`config.mk`:
```
export PLATFORM = sky130hd
export DESIGN_NAME = pi_rate_gen
export DESIGN_NICKNAME = d
export VERILOG_FILES = /design/src/rtl/pi_pkg.sv /design/src/rtl/pi_ctrl_regs.sv /design/src/rtl/pi_divider.sv /design/src/rtl/pi_tap_sel.sv /design/src/rtl/pi_flag_irq.sv /design/src/rtl/pi_rate_gen.sv
export SDC_FILE = /design/constraint.sdc
export NUM_CORES = 1
export LEC_CHECK = 0
export BUFFER_PORTS_ARGS = -buffer_cell sky130_fd_sc_hd__buf_2
export CAP_MARGIN = 25
export CORE_MARGIN = 2
export CORE_UTILIZATION = 35
export CTS_CLUSTER_DIAMETER = 100
export DETAILED_ROUTE_END_ITERATION = 7
export HOLD_SLACK_MARGIN = 0.03
export PLACE_DENSITY = 0.52
export SYNTH_ARGS = -nofsm -noshare
export SYNTH_HDL_FRONTEND = slang
export SYNTH_SLANG_ARGS = --single-unit
```
`constraint.sdc`:
```
create_clock -name clk -period 2 [get_ports clk]
set_clock_uncertainty 0.05 [all_clocks]
set_input_delay 0.4 -clock clk [delete_from_list [all_inputs] [get_ports clk]]
set_output_delay 0.4 -clock clk [all_outputs]
set_load 0.02 [all_outputs]
```
`src/rtl/pi_pkg.sv`:
```
package pi_pkg;
  localparam int DIVC_W = 3;

  typedef enum logic [1:0] {DM_RUN, DM_TEST, DM_HOLD} div_mode_e;

  function automatic div_mode_e div_mode(input logic [DIVC_W-1:0] code);
    case (code)
      3'b110, 3'b111: div_mode = DM_HOLD;
      3'b010:         div_mode = DM_RUN;
      default:        div_mode = DM_TEST;
    endcase
  endfunction

  // number of divider stages whose joint wrap marks one period; 0 = none
  function automatic int tap_len(input int code, input int alias_base);
    if (code == 0)      tap_len = 0;
    else if (code == 1) tap_len = alias_base;
    else if (code == 2) tap_len = alias_base + 1;
    else                tap_len = code - 1;
  endfunction
endpackage

```
`src/rtl/pi_ctrl_regs.sv`:
```
module pi_ctrl_regs #(
  parameter int RATE_W = 4,
  parameter logic [pi_pkg::DIVC_W-1:0] DIVC_RST = 3'b010
) (
  input  logic                      clk,
  input  logic                      rst,
  input  logic                      rate_we,
  input  logic [RATE_W-1:0]         rate_wdata,
  input  logic                      divc_we,
  input  logic [pi_pkg::DIVC_W-1:0] divc_wdata,
  input  logic                      pie_we,
  input  logic                      pie_wdata,
  output logic [RATE_W-1:0]         rate_q,
  output logic [pi_pkg::DIVC_W-1:0] div_q,
  output logic                      pie_q,
  output logic                      pie_nxt
);
  assign pie_nxt = pie_we ? pie_wdata : pie_q;

  always_ff @(posedge clk) begin
    if (rst) begin
      rate_q <= '0;
      div_q  <= DIVC_RST;
      pie_q  <= 1'b0;
    end else begin
      if (rate_we) rate_q <= rate_wdata;
      if (divc_we) div_q  <= divc_wdata;
      pie_q <= pie_nxt;
    end
  end
endmodule

```
`src/rtl/pi_divider.sv`:
```
module pi_divider #(
  parameter int CNT_W = 14
) (
  input  logic             clk,
  input  logic             rst,
  input  logic             hold,
  input  logic             step,
  output logic [CNT_W-1:0] cnt_q
);
  always_ff @(posedge clk) begin
    if (rst || hold) cnt_q <= '0;
    else if (step)   cnt_q <= cnt_q + 1'b1;
  end
endmodule

```
`src/rtl/pi_tap_sel.sv`:
```
module pi_tap_sel #(
  parameter int CNT_W      = 14,
  parameter int RATE_W     = 4,
  parameter int ALIAS_BASE = 7
) (
  input  logic [CNT_W-1:0]  cnt_q,
  input  logic              step,
  input  logic [RATE_W-1:0] rate_q,
  output logic              tap_ev
);
  localparam int N_CODES = 1 << RATE_W;

  logic [N_CODES-1:0] wrap_vec;

  for (genvar c = 0; c < N_CODES; c++) begin : g_code
    localparam int LEN = pi_pkg::tap_len(c, ALIAS_BASE);
    if (LEN > 0 && LEN <= CNT_W) begin : g_live
      assign wrap_vec[c] = step & (&cnt_q[LEN-1:0]);
    end else begin : g_off
      assign wrap_vec[c] = 1'b0;
    end
  end

  assign tap_ev = wrap_vec[rate_q];
endmodule

```
`src/rtl/pi_flag_irq.sv`:
```
module pi_flag_irq (
  input  logic clk,
  input  logic rst,
  input  logic tap_ev,
  input  logic stat_rd,
  input  logic pie_nxt,
  output logic pf_o,
  output logic irq_n
);
  logic pf_d;

  assign pf_d = tap_ev | (pf_o & ~stat_rd);

  always_ff @(posedge clk) begin
    if (rst) begin
      pf_o  <= 1'b0;
      irq_n <= 1'b1;
    end else begin
      pf_o  <= pf_d;
      irq_n <= ~(pf_d & pie_nxt);
    end
  end
endmodule

```
`src/rtl/pi_rate_gen.sv`:
```
module pi_rate_gen #(
  parameter int CNT_W      = 14,
  parameter int RATE_W     = 4,
  parameter int ALIAS_BASE = 7
) (
  input  logic                      clk,
  input  logic                      rst,
  input  logic                      tick_en,
  input  logic                      rate_we,
  input  logic [RATE_W-1:0]         rate_wdata,
  input  logic                      divc_we,
  input  logic [pi_pkg::DIVC_W-1:0] divc_wdata,
  input  logic                      pie_we,
  input  logic                      pie_wdata,
  input  logic                      stat_rd,
  output logic                      pf_o,
  output logic                      irq_n
);
  logic [RATE_W-1:0]         rate_q;
  logic [pi_pkg::DIVC_W-1:0] div_q;
  logic                      pie_q;
  logic                      pie_nxt;
  logic                      hold;
  logic                      step;
  logic [CNT_W-1:0]          cnt_q;
  logic                      tap_ev;

  pi_ctrl_regs #(.RATE_W(RATE_W)) u_regs (
    .clk(clk), .rst(rst),
    .rate_we(rate_we), .rate_wdata(rate_wdata),
    .divc_we(divc_we), .divc_wdata(divc_wdata),
    .pie_we(pie_we), .pie_wdata(pie_wdata),
    .rate_q(rate_q), .div_q(div_q), .pie_q(pie_q), .pie_nxt(pie_nxt)
  );

  assign hold = (pi_pkg::div_mode(div_q) == pi_pkg::DM_HOLD);
  assign step = tick_en & ~hold;

  pi_divider #(.CNT_W(CNT_W)) u_div (
    .clk(clk), .rst(rst), .hold(hold), .step(step), .cnt_q(cnt_q)
  );

  pi_tap_sel #(.CNT_W(CNT_W), .RATE_W(RATE_W), .ALIAS_BASE(ALIAS_BASE)) u_tap (
    .cnt_q(cnt_q), .step(step), .rate_q(rate_q), .tap_ev(tap_ev)
  );

  pi_flag_irq u_flag (
    .clk(clk), .rst(rst), .tap_ev(tap_ev), .stat_rd(stat_rd),
    .pie_nxt(pie_nxt), .pf_o(pf_o), .irq_n(irq_n)
  );
endmodule

```
==> results.cfg, run 1 <==
[clock_network]
post_cts_buffers = 0
cts_hold_buffers = 0
clk_pin_slew_ns = 0.13
clkSinkCount = 23
clock_latency_ns = 0.31
htree_levels = 1
cts_buffers = 3
root_buffer = clkbuf_4
cts_tree = yes
cts_max_path_buffers = 2
cts_resized = 0

[finish]
seq_area_sq_um = 460
diodes = 0
multi_input_area_sq_um = 636
fillers = 314
nets = 160
drive_above_1_share_pct = 20.7
areaGrowthSynthToFinish_pct = 12.1
design_area_sq_um = 1270

[power]
power_leakage_nw = 0.506
finalPower_mw = 0.786
power_density_nw_per_um2 = 618
ir_drop_mv = 0.368

[setup_path]
critPathLaunchType = flip-flop
worstPathArrival_ns = 1.94
cp_max_fo = 5
crit_path_end_kind = flip-flop
crit_type = flip-flop to flip-flop
crit_required_ns = 2.17

[floorplanning]
fp.dieW_um = 60.9
core_area_sq_um = 3080
die_y_um = 60.9
start_util_pct = 36.9
dieArea_sq_um = 3710
pin_count = 17
rows = 20

[routing]
first_pass_iters = 4
drc = 0
wl_per_cell_um = 11.7
antenna_left = 0
via_per_inst = 5.10
drt_iter0_markers = 38
vias = 939
drt_wl_total_um = 2160

[timing]
setup_viol = 0
fin_crit_sh_pct = 88.2
worstMarginPinSlew_ns = 0.345
hold_viol = 0
timing.fmax_ghz = 0.567
tns_ns = 0
rsz0062_at_grt = no
max_slew_margin_pct = 77.0
postLayoutSetupSlackWorst_ns = 0.235
final_max_slew_viol_count = 0
min_period_ns = 1.76
whs_ns = 0.243

[synthesis]
synth.net_count = 145
netlist_area_sq_um = 1130
postSynthAreaPerCell_sq_um = 9.01
synthCells = 126
yosysWarnings = 0
ys_ff_latch = 23
yosysUniqueCellTypes = 35
synth.yosys.seq_area_share_pct = 40.6

[global_routing]
grt_max_degree = 14
grt_pass1_wl_um = 3970
antenna_found_initial = 0
grtUsageTotal_pct = 14.1
first_global_vias = 926
grt.overflow.total = 0

[placement]
numPortBuffers = 15
dpl-instance-area_sq_um = 1240
place_congestion = 0.822
pre_cts_ws_ns = 0.238
dp_hpwl_um = 1710

[run_status]
status = complete, no violations

[flow_run]
max_cap_violations = 0

[min_path]
hold_class = input pin to flip-flop
==> final timing paths <==
| check | from | to | slack, ns | cells after the start |
|---|---|---|---|---|
| worst max-delay path | u_div.cnt_q[0]$_SDFFE_PP0N_ | u_flag.pf_o$_SDFF_PP0_ | 0.24 | 7 |
| worst min-delay path | divc_wdata[1] | u_regs.div_q[1]$_SDFFE_PP1P_ | 0.24 | 2 |
| worst max register to register | u_div.cnt_q[0]$_SDFFE_PP0N_ | u_flag.pf_o$_SDFF_PP0_ | 0.24 | 7 |
| worst min register to register | u_div.cnt_q[13]$_SDFFE_PP0N_ | u_div.cnt_q[13]$_SDFFE_PP0N_ | 0.46 | 2 |
==> cells in the mapped netlist <==
cell type   n  share of area [%]
clkbuf_1    4                1.3
nand3_1     4                1.8
a21boi_2    1               0.99
nor3_2      1               0.88
nor3_1      1               0.44
dfxtp_1    23                 41
a21bo_2     1               0.88
o31ai_1     1               0.66
xnor2_1     3                2.3
ha_1        4                4.4
o21ba_2     1               0.88
a211o_1     3                2.3
o221a_2     4                4.0
nor2b_1     2                1.1
inv_1       5                1.7
nor3b_1     1               0.66
nand2_2     1               0.55
o21ai_0     5                2.2
and3_4      1               0.99
a21o_1      1               0.66
buf_2       1               0.44
nand4_1     7                3.9
or3_1       2                1.1
o211ai_1    1               0.66
and3_1      2                1.1
mux2i_1     6                5.3
nand2_1     7                2.3
xor2_1      5                3.9
a21oi_1     4                1.8
a32oi_1     1               0.77
and2_1      1               0.55
nor2_1     18                6.0
o32ai_1     1               0.77
o221ai_1    1               0.77
and4_1      2                1.5
==> routing by layer <==
layer | up-vias | part of all wire, % | track usage [%]
li1 | 486 | - | -
met3 | 0 | 2.7 | 3.20
met4 | 0 | 0 | 5.59
met2 | 15 | 50 | 22.7
met5 | - | 0 | 0
met1 | 438 | 47 | 18.4
==> sequential cells by signal (all words and copies together) (netlist names) <==
| signal | flops |
|---|---|
| u_div.cnt_q | 14 |
| u_flag.irq_n | 1 |
| u_flag.pf_o | 1 |
| u_regs.div_q | 2 |
| u_regs.pie_q | 1 |
| u_regs.rate_q | 4 |
==> cell usage in the layout (no fill, tap or decap), types with 2 or more instances in the layout <==
cell,n
a211o_1,3
a21oi_1,4
and3_1,2
and4_1,2
buf_2,15
clkbuf_4,3
dfxtp_1,23
ha_1,4
inv_1,5
mux2i_1,6
nand2_1,7
nand3_1,4
nand4_1,7
nor2_1,18
nor2b_1,2
o21ai_0,5
o221a_2,4
or3_1,2
xnor2_1,3
xor2_1,5
==> worst max-delay path, stage by stage (launching register included) <==
cell,delay (ns)
dfxtp_1,0.35
ha_1,0.26
ha_1,0.19
nor2b_1,0.12
a211o_1,0.28
nand4_1,0.09
nand4_1,0.13
o21ba_2,0.21
==> logic make-up (layout without fill, tap and decap cells) <==
group                    Yosys count  after routing  synth area share (%)
multiplexers                       6              6                  5.29
buffers and inverters             10             24                  3.42
AND/OR/NAND/NOR                   50             50                  22.8
adder cells (fa/ha/maj)            4              4                  4.41
AO/OA/AOI/OAI                     25             25                  17.3
flip-flops                        23             23                  40.6
XOR/XNOR                           8              8                  6.17
==> where the power goes <==
part | leakage, nW | total (mW) | internal, mW | switching [mW]
combinational | 0.300 | 0.0762 | 0.0385 | 0.0376
clock | 0.0177 | 0.213 | 0.0746 | 0.139
sequential | 0.188 | 0.497 | 0.476 | 0.0211
==> metrics by stage <==
| stage | utilization, % | std cells |
|---|---|---|
| after floorplan | - | 126 |
| after global placement | 40.4 | 180 |
| after detailed placement | 40.4 | 180 |
| after CTS | 41.3 | 184 |
| after global routing | 41.3 | 184 |
| final | 41.3 | 184 |
==> layout make-up <==
cell class / instances / share of cell area (%)
multi-input cells: 93 / 50.0
flip-flops and latches: 23 / 36.2
repair buffers: 15 / 5.90
well taps: 44 / 4.33
clock buffers: 3 / 1.77
inverters: 5 / 1.47
clock inverters: 1 / 0.393
Power figures use the tool's default switching activity.
==> inputs of run 2 (changes only) <==
BUFFER_PORTS_ARGS = -buffer_cell sky130_fd_sc_hd__buf_4   (was -buffer_cell sky130_fd_sc_hd__buf_2)
CAP_MARGIN = 0   (was 25)
==> run 2 against run 1 <==
Effect of this change: sequential share of layout area down 1.0 points; largest power group unchanged; clock power about the same; final cell count unchanged; highest routed layer is now met4; maximum frequency down 1.7%; register-to-register slack worse by 0.03 ns.
==> results.cfg, run 2 (synthesized netlist as in run 1, its figures left out) <==
[run_status]
status = complete, no violations

[routing]
drt_iter0_markers = 38
vias = 908
first_pass_iters = 4
wl_per_cell_um = 12.3
antenna_left = 0
via_per_inst = 4.93
drc = 0
drt_wl_total_um = 2260

[finish]
final_cell_mix = dfxtp_1 (23), nor2_1 (18), buf_4 (15), nand2_1 (7), nand4_1 (7)
areaGrowthSynthToFinish_pct = 15.3
top_regs = u_div.cnt_q (14), u_regs.rate_q (4), u_regs.div_q (2)
nets = 160
final_common_cell = dfxtp_1
top_register = u_div.cnt_q
design_area_sq_um = 1310
diodes = 0
largest_register_ffs = 14
drive_above_1_share_pct = 20.0
fin_util_pct = 42.5
fillers = 325
instances_no_fill = 184

[timing]
min_period_ns = 1.79
setup_viol = 0
rsz0062_at_grt = no
timing.fmax_ghz = 0.557
tns_ns = 0
max_slew_margin_pct = 76.2
fin_crit_sh_pct = 89.7
final_max_slew_viol_count = 0
worstMarginPinSlew_ns = 0.358
hold_viol = 0

[global_routing]
grt.overflow.total = 0
grtUsageTotal_pct = 14.4
antenna_found_initial = 0
first_global_vias = 934
grt_pass1_wl_um = 3980
grt_max_degree = 13

[placement]
numPortBuffers = 15
place_congestion = 0.788
dp_cells = 180
dpl-instance-area_sq_um = 1280
dp_hpwl_um = 1720

[power]
ir_drop_mv = 0.436
power_leakage_nw = 0.516
power_density_nw_per_um2 = 608
finalPower_mw = 0.796

[setup_path]
ff2ff_path_depth = 7
crit_type = flip-flop to flip-flop
worstPathArrival_ns = 1.97
ff2ff_setup_slack_ns = 0.21
crit_end = u_flag.pf_o$_SDFF_PP0_
crit_path_cell_trace = ha_1 > ha_1 > nor2b_1 > a211o_1 > nand4_1 > nand4_1 > o21ba_2
cpPeakStageDelay_ns = 0.35
critPathLaunchType = flip-flop
crit_path_end_kind = flip-flop
reg2reg_from = u_div.cnt_q[0]$_SDFFE_PP0N_
worst_r2r_endpoint = u_flag.pf_o$_SDFF_PP0_
crit_path_top_delay_cell = dfxtp_1
cp_max_fo = 5
critical_path.startpoint = u_div.cnt_q[0]$_SDFFE_PP0N_
crit_required_ns = 2.17

[floorplanning]
core_area_sq_um = 3080
fp.dieW_um = 60.9
pin_count = 17
start_util_pct = 36.9
die_y_um = 60.9
rows = 20
dieArea_sq_um = 3710

[flow_run]
max_cap_violations = 0

[clock_network]
cts_hold_buffers = 0
clk_pin_slew_ns = 0.13
htree_levels = 1
post_cts_buffers = 0
clkSinkCount = 23
clock_latency_ns = 0.31
cts_max_path_buffers = 2
root_buffer = clkbuf_4
cts_tree = yes
cts_buffers = 3
cts_resized = 0

[min_path]
hold_class = input pin to flip-flop
holdPathStages = 2
-- run 2: cell count changes in the layout (fill, tap and decap cells not counted), sizes merged --
cell,previous run,this run
clkinv,1,0
clkbuf,3,4
-- run 2: cell type report --
class | count | area [sq um] | area share (%)
Clock buffer | 4 | 26.3 | 2.01
Multi-Input combinational cell | 93 | 636 | 48.6
Timing Repair Buffer | 15 | 113 | 8.60
Inverter | 5 | 18.8 | 1.43
Tap cell | 44 | 55.1 | 4.21
Sequential cell | 23 | 460 | 35.2
-- run 2: metal layers --
metal / GRT usage, % / part of all wire [%]
met1: 18.1 / 47
met2: 24.4 / 49
met3: 4.48 / 2.7
met4: 3.11 / 0.93
met5: 0 / 0
-- run 2: how the worst min path moves through the flow --
stage,startpoint,to,slack (ns)
after floorplan,u_div.cnt_q[13]$_SDFFE_PP0N_,u_div.cnt_q[13]$_SDFFE_PP0N_,0.40
after global placement,u_div.cnt_q[13]$_SDFFE_PP0N_,u_div.cnt_q[13]$_SDFFE_PP0N_,0.42
after detailed placement,u_div.cnt_q[13]$_SDFFE_PP0N_,u_div.cnt_q[13]$_SDFFE_PP0N_,0.43
after CTS,divc_wdata[1],u_regs.div_q[1]$_SDFFE_PP1P_,0.23
after global routing,divc_wdata[1],u_regs.div_q[1]$_SDFFE_PP1P_,0.24
final,divc_wdata[1],u_regs.div_q[1]$_SDFFE_PP1P_,0.24
-- run 2: where the power goes --
part | leakage [nW] | internal [mW] | total, mW | switching, mW
clock | 0.0150 | 0.0778 | 0.216 | 0.138
combinational | 0.313 | 0.0460 | 0.0841 | 0.0380
sequential | 0.188 | 0.476 | 0.497 | 0.0209
-- run 2: per-stage QoR --
step	hold WS (ns)	worst slack [ns]
floorplan	0.405	0.363
global route	0.238	0.00420
CTS	0.232	0.203
global placement	0.416	0.242
detailed placement	0.427	0.231
finish	0.242	0.205
-- run 2: worst max-delay path: cells and delay by family, from the launching register on --
| family | cells | cell delay, ns |
|---|---|---|
| simple gates | 3 | 0.35 |
| fa+ha+maj | 2 | 0.48 |
| compound gates | 2 | 0.48 |
| flops | 1 | 0.35 |
